==> src/rtl/dds_serial_decoder.sv <==
module dds_serial_decoder #(
  parameter int FREQ_W  = 28,
  parameter int PHASE_W = 12
) (
  input  logic               clk,
  input  logic               rst_n,
  input  logic               sclk,
  input  logic               sdata,
  input  logic               fsync_n,
  output logic [FREQ_W-1:0]  freq0,
  output logic [FREQ_W-1:0]  freq1,
  output logic [PHASE_W-1:0] phase0,
  output logic [PHASE_W-1:0] phase1,
  output logic               fsel,
  output logic               psel,
  output logic               sleep,
  output logic               acc_clear,
  output logic               sign_out
);
  localparam int WORD_W = 16;
  localparam int HALF   = FREQ_W / 2;
  localparam int CW     = $clog2(WORD_W + 1);

  logic              sclk_q;
  logic [WORD_W-2:0] shreg;
  logic [CW-1:0]     cnt;
  logic [FREQ_W-1:0] freq_r [2];
  logic [HALF-1:0]   stage;
  logic              pend, pend_reg, paired, half_hi;

  wire              fall  = sclk_q & ~sclk & ~fsync_n & (cnt != CW'(WORD_W));
  wire              last  = fall & (cnt == CW'(WORD_W - 1));
  wire [WORD_W-1:0] word  = {shreg, sdata};
  wire [1:0]        wtype = word[15:14];
  wire [HALF-1:0]   data  = word[HALF-1:0];
  wire              wsel  = wtype[1];

  assign freq0 = freq_r[0];
  assign freq1 = freq_r[1];

  always_ff @(posedge clk) begin
    if (!rst_n) begin
      sclk_q <= 1'b1;
      shreg  <= '0;
      cnt    <= '0;
    end else begin
      sclk_q <= sclk;
      if (fsync_n) begin
        cnt <= '0;
      end else if (fall) begin
        cnt   <= cnt + 1'b1;
        shreg <= {shreg[WORD_W-3:0], sdata};
      end
    end
  end

  always_ff @(posedge clk) begin
    if (!rst_n) begin
      freq_r[0] <= '0;
      freq_r[1] <= '0;
      phase0    <= '0;
      phase1    <= '0;
      stage     <= '0;
      pend      <= 1'b0;
      pend_reg  <= 1'b0;
      paired    <= 1'b0;
      half_hi   <= 1'b0;
      fsel      <= 1'b0;
      psel      <= 1'b0;
      sleep     <= 1'b0;
      acc_clear <= 1'b0;
      sign_out  <= 1'b0;
    end else if (last) begin
      case (wtype)
        2'b00: begin
          paired    <= word[13];
          half_hi   <= word[12];
          fsel      <= word[11];
          psel      <= word[10];
          acc_clear <= word[8];
          sleep     <= word[7];
          sign_out  <= word[5];
          pend      <= 1'b0;
        end
        2'b11: begin
          if (word[13]) phase1 <= word[PHASE_W-1:0];
          else          phase0 <= word[PHASE_W-1:0];
        end
        default: begin
          if (paired) begin
            if (pend && pend_reg == wsel) begin
              freq_r[wsel] <= {data, stage};
              pend         <= 1'b0;
            end else begin
              stage    <= data;
              pend     <= 1'b1;
              pend_reg <= wsel;
            end
          end else begin
            if (half_hi) freq_r[wsel][FREQ_W-1:HALF] <= data;
            else         freq_r[wsel][HALF-1:0]      <= data;
            pend <= 1'b0;
          end
        end
      endcase
    end
  end
endmodule


==> config.mk <==
export PLATFORM = sky130hd
export DESIGN_NAME = dds_serial_decoder
export DESIGN_NICKNAME = d
export VERILOG_FILES = /design/src/rtl/dds_serial_decoder.sv
export SDC_FILE = /design/constraint.sdc
export NUM_CORES = 1
export LEC_CHECK = 0
export BUFFER_PORTS_ARGS = -buffer_cell sky130_fd_sc_hd__buf_2
export CORE_MARGIN = 3
export CORE_UTILIZATION = 50
export CTS_BUF_LIST = sky130_fd_sc_hd__clkbuf_8 sky130_fd_sc_hd__clkbuf_16
export DETAILED_ROUTE_END_ITERATION = 10
export GPL_ROUTABILITY_DRIVEN = 0
export PLACE_DENSITY = 0.73
export SYNTH_ARGS = -nofsm -noshare
export SYNTH_HDL_FRONTEND = slang
export SYNTH_SLANG_ARGS = --single-unit
export TNS_END_PERCENT = 20
==> constraint.sdc <==
create_clock -name clk -period 5.5 [get_ports clk]
set_clock_uncertainty 0.15 [all_clocks]
set_input_delay 0.275 -clock clk [delete_from_list [all_inputs] [get_ports clk]]
set_output_delay 0.275 -clock clk [all_outputs]
set_load 0.05 [all_outputs]
# Yosys cells after proc, flatten, opt, wreduce, memory -nomap -nowiden
# Memories as Yosys holds them, arrays and structs flattened.
# Cells that the tools add are included.
[classes] n_reduce_logical=11 mux=27 addsub=1 bitwise=13 n_eq_ne=4
[op_table] op="two-way mux 14 bit" n=2
[op_table] op="two-way mux 28 bit" n=1
[op_table] op="OR reduction 28 bit" n=1
[op_table] op="two-way mux 1 bit" n=22
[op_table] op="NOT 1 bit" n=7
[op_table] op="AND reduction 2 bit" n=3
[op_table] op="AND reduction 3 bit" n=2
[op_table] op="adder 5 x 1 -> 5 bit (second input constant)" n=1
[op_table] op="equality test 5 x 4 -> 1 bit (second input constant)" n=1
[op_table] op="inequality test 5 bit (second input constant)" n=1
[op_table] op="AND 1 bit" n=4
[op_table] op="AND reduction 4 bit" n=1
[op_table] op="OR reduction 2 bit" n=2
[op_table] op="equality test 2 bit (second input constant)" n=1
[op_table] op="zero test 2 bit" n=1
[op_table] op="two-way mux 2 bit" n=1
[op_table] op="OR 1 bit" n=2
[op_table] op="case mux 1 bit (2 select lines)" n=1
[op_table] op="equality test 1 bit" n=1
[op_table] op="logical AND 1 bit" n=1
[word_totals] mem_bits_rw=56 regBits=68 word_cells=72 in_bits=5 mem_count=1 output_inout_bits=85
[mem_list] name="freq_r" depth=2 word_bits=28 read_ports=2 rd_ports_with_merged_regs=0 write_ports=2 line_no="27" source="logic [FREQ_W-1:0] freq_r [2];"

# Logic depth before layout (Yosys ltp)
# Gate-level depths: netlist of the first run.
[logic_depth] depth_word=11 ltp_mapped=8 ltp_nobuf=7

# Worst setup path after synthesis of the first run
# OpenSTA, ideal clock, no wires.
[synth_timing] kind="register to register" start="register cnt[0]" end="memory freq_r[0][0], enable pin" setup_ps=361 n_path_buf=1 required_ps=4989 stages_incl_launch_ff=8 arrival_ps=1939 slack_ps=3050 synth_period_minus_slack_ps=2450 path_cell_list="dfxtp_1 -> inv_1 -> ha_1 -> and4bb_2 -> nor3_2 -> nand4_1 -> buf_2 -> nand2_1"
[synth_lines] element="from (decl)" line_no="26" source="logic [CW-1:0] cnt;"
[synth_lines] element="from (signal assigned)" line_no="51" source="cnt <= cnt + 1'b1;"
[synth_lines] element="to (decl)" line_no="27"

==> results.cfg, run 1 <==
[sta]
grt_setup_unrepaired = no
finalCritPeriodShare = 0.580
max_freq_mhz = 313
setup-violations-final = 0
slew_headroom = 0.243
timing.final.crit_period_ps = 3190
maxSlewViolCount = 0
finalHoldViolCount = 0
tightest_slew_ps = 1130
finalSetupTns_ps = 0

[power_and_ir_drop]
power_leakage_nw = 2.29
powerDensity_nw_per_um2 = 356
peakVddDrop_mv = 0.202
finalPower_w = 0.00217

[run]
drv_cap = 0

[clocking]
cts_tree = built
cts-root-buf = clkbuf_8
post-cts-setup-buffers = 0
cts_sinks = 124
cts.path.max_buffers = 2
cts.clk_slew.worst_paths_ps = 60
cts-buffers-inserted = 17
clock_latency_ps = 510
htree_levels = 4

[worst_setup_path]
end_kind = flip-flop
crit_slowest_cell = nand2_1
path_class = input pin to flip-flop
crit_fanout = 15
cp.arrival_ps = 3190
worstPathBufferInverterCount = 2
worstPathCellList = dlygate4sd3_1, buf_2, or3b_1, nor3_2, nand4_1, nand2_1
start_kind = input pin
worstPathRequired_ps = 5490
critPathTopFamily = simple AND/OR/NAND/NOR gates
slowest_delay_ps = 760

[die]
io_pins = 90
fp.dieH_um = 106
start_util = 0.515
coreArea_sq_um = 9770
die-area_sq_um = 11300
die_w_um = 106
rows = 36

[finish]
drive_above_1_share = 0.244
regMostFlops = freq_r
reg_top3 = freq_r (56), shreg (15), stage (14)
area_delta_synth_final_pct = 21.2
layout.nets = 526
finalNonFillerCells = 662
fin_area_sq_um = 6110
largest_register_ffs = 56
layout_commonest_cell = buf_2
final_cell_mix = buf_2 (89), nand2_1 (68), dfxtp_1 (68), mux2i_1 (60), edfxtp_1 (56)
nFillCells = 787
diodes = 0

[global_route]
track_usage = 0.197
grt_antenna_before_repair = 0
first_global_vias = 3325
grt_pass1_wl_um = 17200
grt_max_degree = 85
overflow = 0

[detailed_routing]
ant_nets = 0
vias_per_cell = 5.10
routed_wl_um = 10800
drt_first_pass_iters = 5
route.detailed.drc = 0
num_vias = 3376
wl_per_cell_um = 16.3
first_iter_violations = 165

[yosys]
ys_types = 38
synth_edf_count = 56
syn_nets = 441
synthArstFlopShare = 0
syn_area_per_cell_sq_um = 11.7
syn_inst = 431
synth.yosys.seq_area_share = 0.604
ys.flop_type = dfxtp_1
yosysWarningCount = 0
syn_area_sq_um = 5040
ys_seq_elements = 124

[run_status]
status = complete, no violations

[placed_design]
hpwl_um = 6920
dpl_cell_area_sq_um = 5520
dpl.cell_count = 628
port_buffers = 89

[worst_hold_path]
hold_path_class = input pin to flip-flop
==> stage by stage <==
stage	hold WS, ps	utilization	setup slack [ps]
floorplan	226	-	3050
global placement	294	0.565	2420
detailed placement	299	0.565	2330
CTS	15.1	0.625	2300
global route	58.3	0.625	1980
finish	33.7	0.625	2310
==> worst paths after layout <==
| kind | endpoint | from | slack [ps] | depth (start not counted) |
|---|---|---|---|---|
| max | freq_r[0][7] | sclk | 2310 | 6 |
| min reg2reg | stage[1] | stage[1] | 310 | 2 |
| max reg2reg | freq_r[0][7] | cnt[0] | 2320 | 7 |
| min | cnt[1] | fsync_n | 30 | 3 |
==> cell type report <==
type / instances / area (sq um) / area share
inverters: 6 / 22.5 / 0.00369
repair buffers: 92 / 473 / 0.0775
clock buffers: 17 / 414 / 0.0678
clock inverters: 15 / 150 / 0.0246
well taps: 133 / 166 / 0.0273
flip-flops and latches: 124 / 3040 / 0.498
multi-input cells: 275 / 1840 / 0.301
==> layer usage <==
layer | vias to the layer above | part of all wire | track usage
met1 | 1610 | 0.45 | 0.259
met5 | - | 0 | 0
met2 | 122 | 0.47 | 0.315
li1 | 1625 | - | -
met4 | 0 | 0.017 | 0.0768
met3 | 19 | 0.061 | 0.0504
==> tightest hold or removal path, delay by kind of cell <==
family	cells	cell delay (ps)
AOI/OAI and AO/OA	1	60
buffers and inverters	1	100
and+or+nand+nor	1	210
==> power breakdown <==
| part | internal (W) | switching, W | total (W) |
|---|---|---|---|
| registers | 0.000984 | 0.00000791 | 0.000992 |
| clock network | 0.000643 | 0.000402 | 0.00104 |
| logic | 0.0000243 | 0.000112 | 0.000136 |
==> kinds of logic (layout without fill, tap and decap cells) <==
logic type	Yosys count	in the layout	share of synthesized area
flip-flops	124	124	0.604
AND/OR/NAND/NOR	186	186	0.197
multiplexers	60	60	0.119
adder cells (fa/ha/maj)	5	5	0.0124
XOR/XNOR	4	4	0.00696
AO/OA/AOI/OAI	20	20	0.0291
buffers and inverters	32	130	0.0311
==> cells in the mapped netlist (2+ instances only) <==
cell	instances	share of area
a21boi_0	15	0.022
and2_1	28	0.035
and3_1	2	0.0025
buf_2	9	0.0089
buf_4	2	0.0030
buf_6	2	0.0045
clkbuf_1	11	0.0082
clkbuf_2	2	0.0020
dfxtp_1	68	0.27
edfxtp_1	56	0.33
ha_1	5	0.012
inv_1	6	0.0045
mux2i_1	60	0.12
nand2_1	68	0.051
nand2b_1	5	0.0062
nand3_1	3	0.0030
nand4_1	3	0.0037
nor2_1	33	0.025
nor2b_1	31	0.039
nor3_4	2	0.0065
xor2_1	3	0.0052
==> repair_timing <==
action | in CTS | in global routing
gates resized for setup | 0 | 0
hold buffers | 2 | 0
hold endpoints to repair | 3 | 0
endpoints found under the setup margin | 0 | 0
(Power assumes the default switching activity.)
==> run 2, diff against run 1 <==
--- a/config.mk
+++ b/config.mk
@@ -11,7 +11,7 @@
 export CTS_BUF_LIST = sky130_fd_sc_hd__clkbuf_8 sky130_fd_sc_hd__clkbuf_16
 export DETAILED_ROUTE_END_ITERATION = 10
 export GPL_ROUTABILITY_DRIVEN = 0
-export PLACE_DENSITY = 0.73
+export PLACE_DENSITY = 0.76
 export SYNTH_ARGS = -nofsm -noshare
 export SYNTH_HDL_FRONTEND = slang
 export SYNTH_SLANG_ARGS = --single-unit
==> constraint.sdc (replaced) <==
create_clock -name clk -period 2.67 [get_ports clk]
set_clock_uncertainty 0.15 [all_clocks]
set_input_delay 0.1335 -clock clk [delete_from_list [all_inputs] [get_ports clk]]
set_output_delay 0.1335 -clock clk [all_outputs]
set_load 0.05 [all_outputs]
==> run 2 against run 1 <==
Net effect:
- register-to-register slack worse by 2000 ps
- setup slack worse by 2000 ps
- critical endpoint is now freq_r[1][16]
- via count stayed put
- highest routed layer unchanged
- total power is 100% higher
- global-route usage is 0.30 points higher
- clock-buffer cell count stayed put
- utilization is 1.1 points higher
- critical path depth is 2 higher
- sequential cell count stayed put
- wire length is 1.1% lower
- hold slack better by 57 ps
==> results.cfg, run 2 (synthesized netlist as in run 1, its figures left out) <==
[sta]
slew_headroom = 0.536
grt_setup_unrepaired = no
finalHoldViolCount = 0
setup-violations-final = 0
tightest_slew_ps = 689
maxSlewViolCount = 0
max_freq_mhz = 426
timing.final.crit_period_ps = 2350
setup_slack_ps = 323
finalCritPeriodShare = 0.879
finalSetupTns_ps = 0

[detailed_routing]
num_vias = 3376
ant_nets = 0
routed_wl_um = 10700
wl_per_cell_um = 15.8
first_iter_violations = 179
vias_per_cell = 4.98
drt_first_pass_iters = 6
route.detailed.drc = 0

[finish]
drive_above_1_share = 0.261
final_cell_mix = buf_2 (89), nand2_1 (68), dfxtp_1 (68), mux2i_1 (60), edfxtp_1 (56)
fin_area_sq_um = 6210
diodes = 0
layout_commonest_cell = buf_2
finalNonFillerCells = 678
reg_top3 = freq_r (56), shreg (15), stage (14)
area_delta_synth_final_pct = 23.4
largest_register_ffs = 56
layout.nets = 542
regMostFlops = freq_r

[worst_setup_path]
crit_fanout = 14
end_kind = flip-flop
cp.arrival_ps = 2400
timing.rr.end = freq_r[1][16]
path_class = flip-flop to flip-flop
worstPathRequired_ps = 2720
reg2reg_slack_ps = 320
rr_worst_depth = 8
start_kind = flip-flop
timing.rr.start = cnt[0]

[clocking]
clock_latency_ps = 500
htree_levels = 4
cts.path.max_buffers = 2
cts_hold_buf = 3
cts-root-buf = clkbuf_8
cts_sinks = 124
post-cts-setup-buffers = 0
cts-buffers-inserted = 17
cts-resized-gates = 0
cts_tree = built
cts.clk_slew.worst_paths_ps = 60

[global_route]
first_global_vias = 3318
grt_pass1_wl_um = 17200
grt_max_degree = 49
track_usage = 0.200
grt_antenna_before_repair = 0
overflow = 0

[die]
io_pins = 90
die-area_sq_um = 11300
start_util = 0.515
coreArea_sq_um = 9770
fp.dieH_um = 106
die_w_um = 106
rows = 36

[power_and_ir_drop]
internal-power_w = 0.00339
seqPwrFrac = 0.462
p_clk_frac = 0.473
powerDensity_nw_per_um2 = 712
power_leakage_nw = 2.37
combinationalPowerShare = 0.065
swShare = 0.233
power.switching_w = 0.00103
peakVddDrop_mv = 0.448

[worst_hold_path]
hold_path_depth = 4
min_to = stage[1]
hold_path_class = input pin to flip-flop
hold_start = rst_n

[placed_design]
dpl.cell_count = 643
dpl_cell_area_sq_um = 5630
preCtsSetupSlack_ps = 318
hpwl_um = 6910
port_buffers = 89

[run_status]
status = complete, no violations

[run]
drv_cap = 0
[run 2: cell types whose count changed in the layout (fill, tap and decap cells not counted)]
cell,delta
buf_4,+15
clkinv_2,+2
clkinv_4,-2
clkinv_1,+1
clkinvlp_4,-1
dlygate4sd3_1,+1
inv_1,+1
inv_6,-1
[run 2: layout make-up]
type | instances | area [sq um]
fill | 775 | 3560
sequential | 124 | 3040
multi-input combinational | 275 | 1840
timing repair buffer | 108 | 596
clock buffer | 17 | 414
tap | 133 | 166
clock inverter | 15 | 134
inverter | 6 | 22.5
[run 2: how the worst max path moves through the flow]
| stage | from | end | slack, ps |
|---|---|---|---|
| 2_1_floorplan | cnt[0] | freq_r[0][0] | 220 |
| 3_3_place_gp | cnt[0] | freq_r[1][19] | 420 |
| 3_5_place_dp | cnt[0] | freq_r[1][20] | 320 |
| 4_1_cts | cnt[0] | freq_r[1][22] | 320 |
| 5_1_grt | cnt[0] | freq_r[1][22] | 90 |
| 6_report | cnt[0] | freq_r[1][16] | 320 |
[run 2: stage by stage]
step	total power (W)	utilization	hold slack, ps
final	0.00442	0.636	90.3
after global routing	0.00457	0.636	89.4
after CTS	0.00446	0.636	64.4
after detailed placement	0.00237	0.576	218
after global placement	0.00236	0.576	209
after floorplan	0.00230	-	85.0
[run 2: worst max-delay path: stages (launching register included)]
cell and delay [ps]:
dfxtp_1 400, ha_1 190, and3_1 160, ha_1 220, nand3_1 130, nor3_2 220, and4b_1 250, nand2b_1 110
buf_4 220
[run 2: power groups by stage]
stage          clock, W  sequential, W  combinational (W)
2_1_floorplan         0        0.00224          0.0000559
3_3_place_gp          0        0.00208           0.000284
3_5_place_dp          0        0.00208           0.000287
4_1_cts         0.00213        0.00204           0.000291
5_1_grt         0.00222        0.00205           0.000301
6_report        0.00209        0.00204           0.000289
[run 2: routing by layer]
metal  wire (um)  GRT usage  share of wire  up-vias
met2        5180      0.322           0.48       95
met1        4920      0.258           0.46     1614
met3         492     0.0565          0.046        6
li1            -          -              -     1661
met4          90     0.0777         0.0084        0
met5           0          0              0        -
==> run 3, diff against run 2 <==
--- a/config.mk
+++ b/config.mk
@@ -5,13 +5,13 @@
 export SDC_FILE = /design/constraint.sdc
 export NUM_CORES = 1
 export LEC_CHECK = 0
-export BUFFER_PORTS_ARGS = -buffer_cell sky130_fd_sc_hd__buf_2
 export CORE_MARGIN = 3
 export CORE_UTILIZATION = 50
 export CTS_BUF_LIST = sky130_fd_sc_hd__clkbuf_8 sky130_fd_sc_hd__clkbuf_16
 export DETAILED_ROUTE_END_ITERATION = 10
+export DONT_BUFFER_PORTS = 1
 export GPL_ROUTABILITY_DRIVEN = 0
-export PLACE_DENSITY = 0.76
+export PLACE_DENSITY = 0.68
 export SYNTH_ARGS = -nofsm -noshare
 export SYNTH_HDL_FRONTEND = slang
 export SYNTH_SLANG_ARGS = --single-unit
==> run 3 against run 2 <==
Net effect:
- final cell count fell by 12%
- sequential cell count did not move
- via count fell by 8.9%
- setup slack got worse by 190 ps
- maximum frequency fell by 7.6%
- combinational power fell by 68%
- clock-buffer cell count rose by 2
- first-iteration DRC count fell by 5.0%
- hold slack improved by 16 ps
==> results.cfg, run 3 (synthesized netlist as in run 1, its figures left out) <==
[sta]
setup_slack_ps = 130
slew_headroom = 0.648
grt_setup_unrepaired = no
tightest_slew_ps = 526
finalSetupTns_ps = 0
max_freq_mhz = 394
finalCritPeriodShare = 0.951
maxSlewViolCount = 0
timing.final.crit_period_ps = 2540
finalHoldViolCount = 0
whs_ps = 106
setup-violations-final = 0

[power_and_ir_drop]
seqPwrFrac = 0.491
p_clk_frac = 0.489
swShare = 0.235
finalPower_w = 0.00451
powerDensity_nw_per_um2 = 766
peakVddDrop_mv = 0.360
power.switching_w = 0.00106
internal-power_w = 0.00345
power_leakage_nw = 2.02
combinationalPowerShare = 0.020

[run_status]
status = complete, no violations

[worst_setup_path]
worstPathRequired_ps = 2920
slowest_delay_ps = 590
worstPathBufferInverterCount = 3
reg2reg_slack_ps = 130
crit_fanout = 7
end_kind = flip-flop
crit_path_frequent_cell = buf_4
path_class = flip-flop to flip-flop
start_kind = flip-flop
worstPathCellList = or3b_1, dlygate4sd3_1, buf_4, nor4b_4, buf_4, mux2i_1, nor2b_1
critPathTopFamily = buffers and inverters
crit_slowest_cell = dlygate4sd3_1
cp.arrival_ps = 2790

[finish]
drive_above_1_share = 0.130
diodes = 0
nFillCells = 782
multi_input_area_sq_um = 1840
area_delta_synth_final_pct = 16.8
largest_register_ffs = 56
reg_top3 = freq_r (56), shreg (15), stage (14)
final_cell_mix = nand2_1 (68), dfxtp_1 (68), mux2i_1 (60), edfxtp_1 (56), nor2_1 (33)
layout.nets = 459
regArea_sq_um = 3040
finalNonFillerCells = 595
regMostFlops = freq_r

[clocking]
cts_hold_buf = 7
cts.clk_slew.worst_paths_ps = 60
post-cts-setup-buffers = 0
cts-buffers-inserted = 17
cts.path.max_buffers = 2
clock_latency_ps = 510
htree_levels = 4
cts-root-buf = clkbuf_8
cts-resized-gates = 0
cts_sinks = 124
cts_tree = built

[die]
start_util = 0.515
fp.dieH_um = 106
coreArea_sq_um = 9770
rows = 36
die-area_sq_um = 11300
die_w_um = 106
io_pins = 90

[worst_hold_path]
hold_path_class = input pin to flip-flop

[placed_design]
port_buffers = 0
preCtsSetupSlack_ps = 322
hpwl_um = 6620
dpl.cell_count = 556

[detailed_routing]
first_iter_violations = 170
vias_per_cell = 5.17
route.detailed.drc = 0
num_vias = 3076
wl_per_cell_um = 17.4
ant_nets = 0
drt_first_pass_iters = 4
routed_wl_um = 10300

[global_route]
track_usage = 0.196
grt_antenna_before_repair = 0
first_global_vias = 3129
grt_pass1_wl_um = 16600
grt_max_degree = 85
overflow = 0

[run]
drv_cap = 0
[run 3: cell types whose count changed in the layout (fill, tap and decap cells not counted), moves of 2 or more]
cell	previous run	this run
inv_6	1	3
dlygate4sd3_1	3	6
clkinv_2	5	3
clkbuf_8	1	3
inv_1	9	6
buf_2	89	0
inv_4	0	2
[run 3: power by group through the flow]
| stage | clock network (W) | logic, W | registers, W |
|---|---|---|---|
| 2_1_floorplan | 0 | 0.0000559 | 0.00224 |
| 3_3_place_gp | 0 | 0.0000613 | 0.00225 |
| 3_5_place_dp | 0 | 0.0000616 | 0.00225 |
| 4_1_cts | 0.00224 | 0.0000926 | 0.00222 |
| 5_1_grt | 0.00234 | 0.000100 | 0.00222 |
| 6_report | 0.00220 | 0.0000919 | 0.00221 |
[run 3: final timing paths]
| path | depth (start not counted) | start | end |
|---|---|---|---|
| max | 7 | sclk_q | phase1[4] |
| min reg2reg | 2 | stage[12] | stage[12] |
| max reg2reg | 7 | sclk_q | phase1[4] |
| min | 2 | sclk | sclk_q |
[run 3: routing by layer]
metal,part of all wire,vias to the layer above,global-route usage,wire length (um)
li1,-,1501,-,-
met1,0.45,1459,0.243,4600
met2,0.48,101,0.317,4980
met3,0.057,15,0.0601,594
met4,0.015,0,0.0805,151
met5,0,-,0,0
[run 3: layout make-up]
cell class,instances,share of cell area
sequential,124,0.517
multi-input combinational,275,0.312
clock buffer,19,0.0751
timing repair buffer,25,0.0400
tap,133,0.0283
clock inverter,13,0.0234
inverter,6,0.00383
[run 3: metrics by stage]
stage / util / instance area (sq um)
floorplan: - / 5040
global placement: 0.534 / 5220
detailed placement: 0.534 / 5220
CTS: 0.602 / 5880
global route: 0.602 / 5880
finish: 0.602 / 5880
[run 3: worst reg2reg max path, stage by stage, from the launching register on]
cell and delay [ps]:
dfxtp_1 310, or3b_1 400, dlygate4sd3_1 590, buf_4 170, nor4b_4 320, buf_4 240, mux2i_1 200, nor2b_1 60
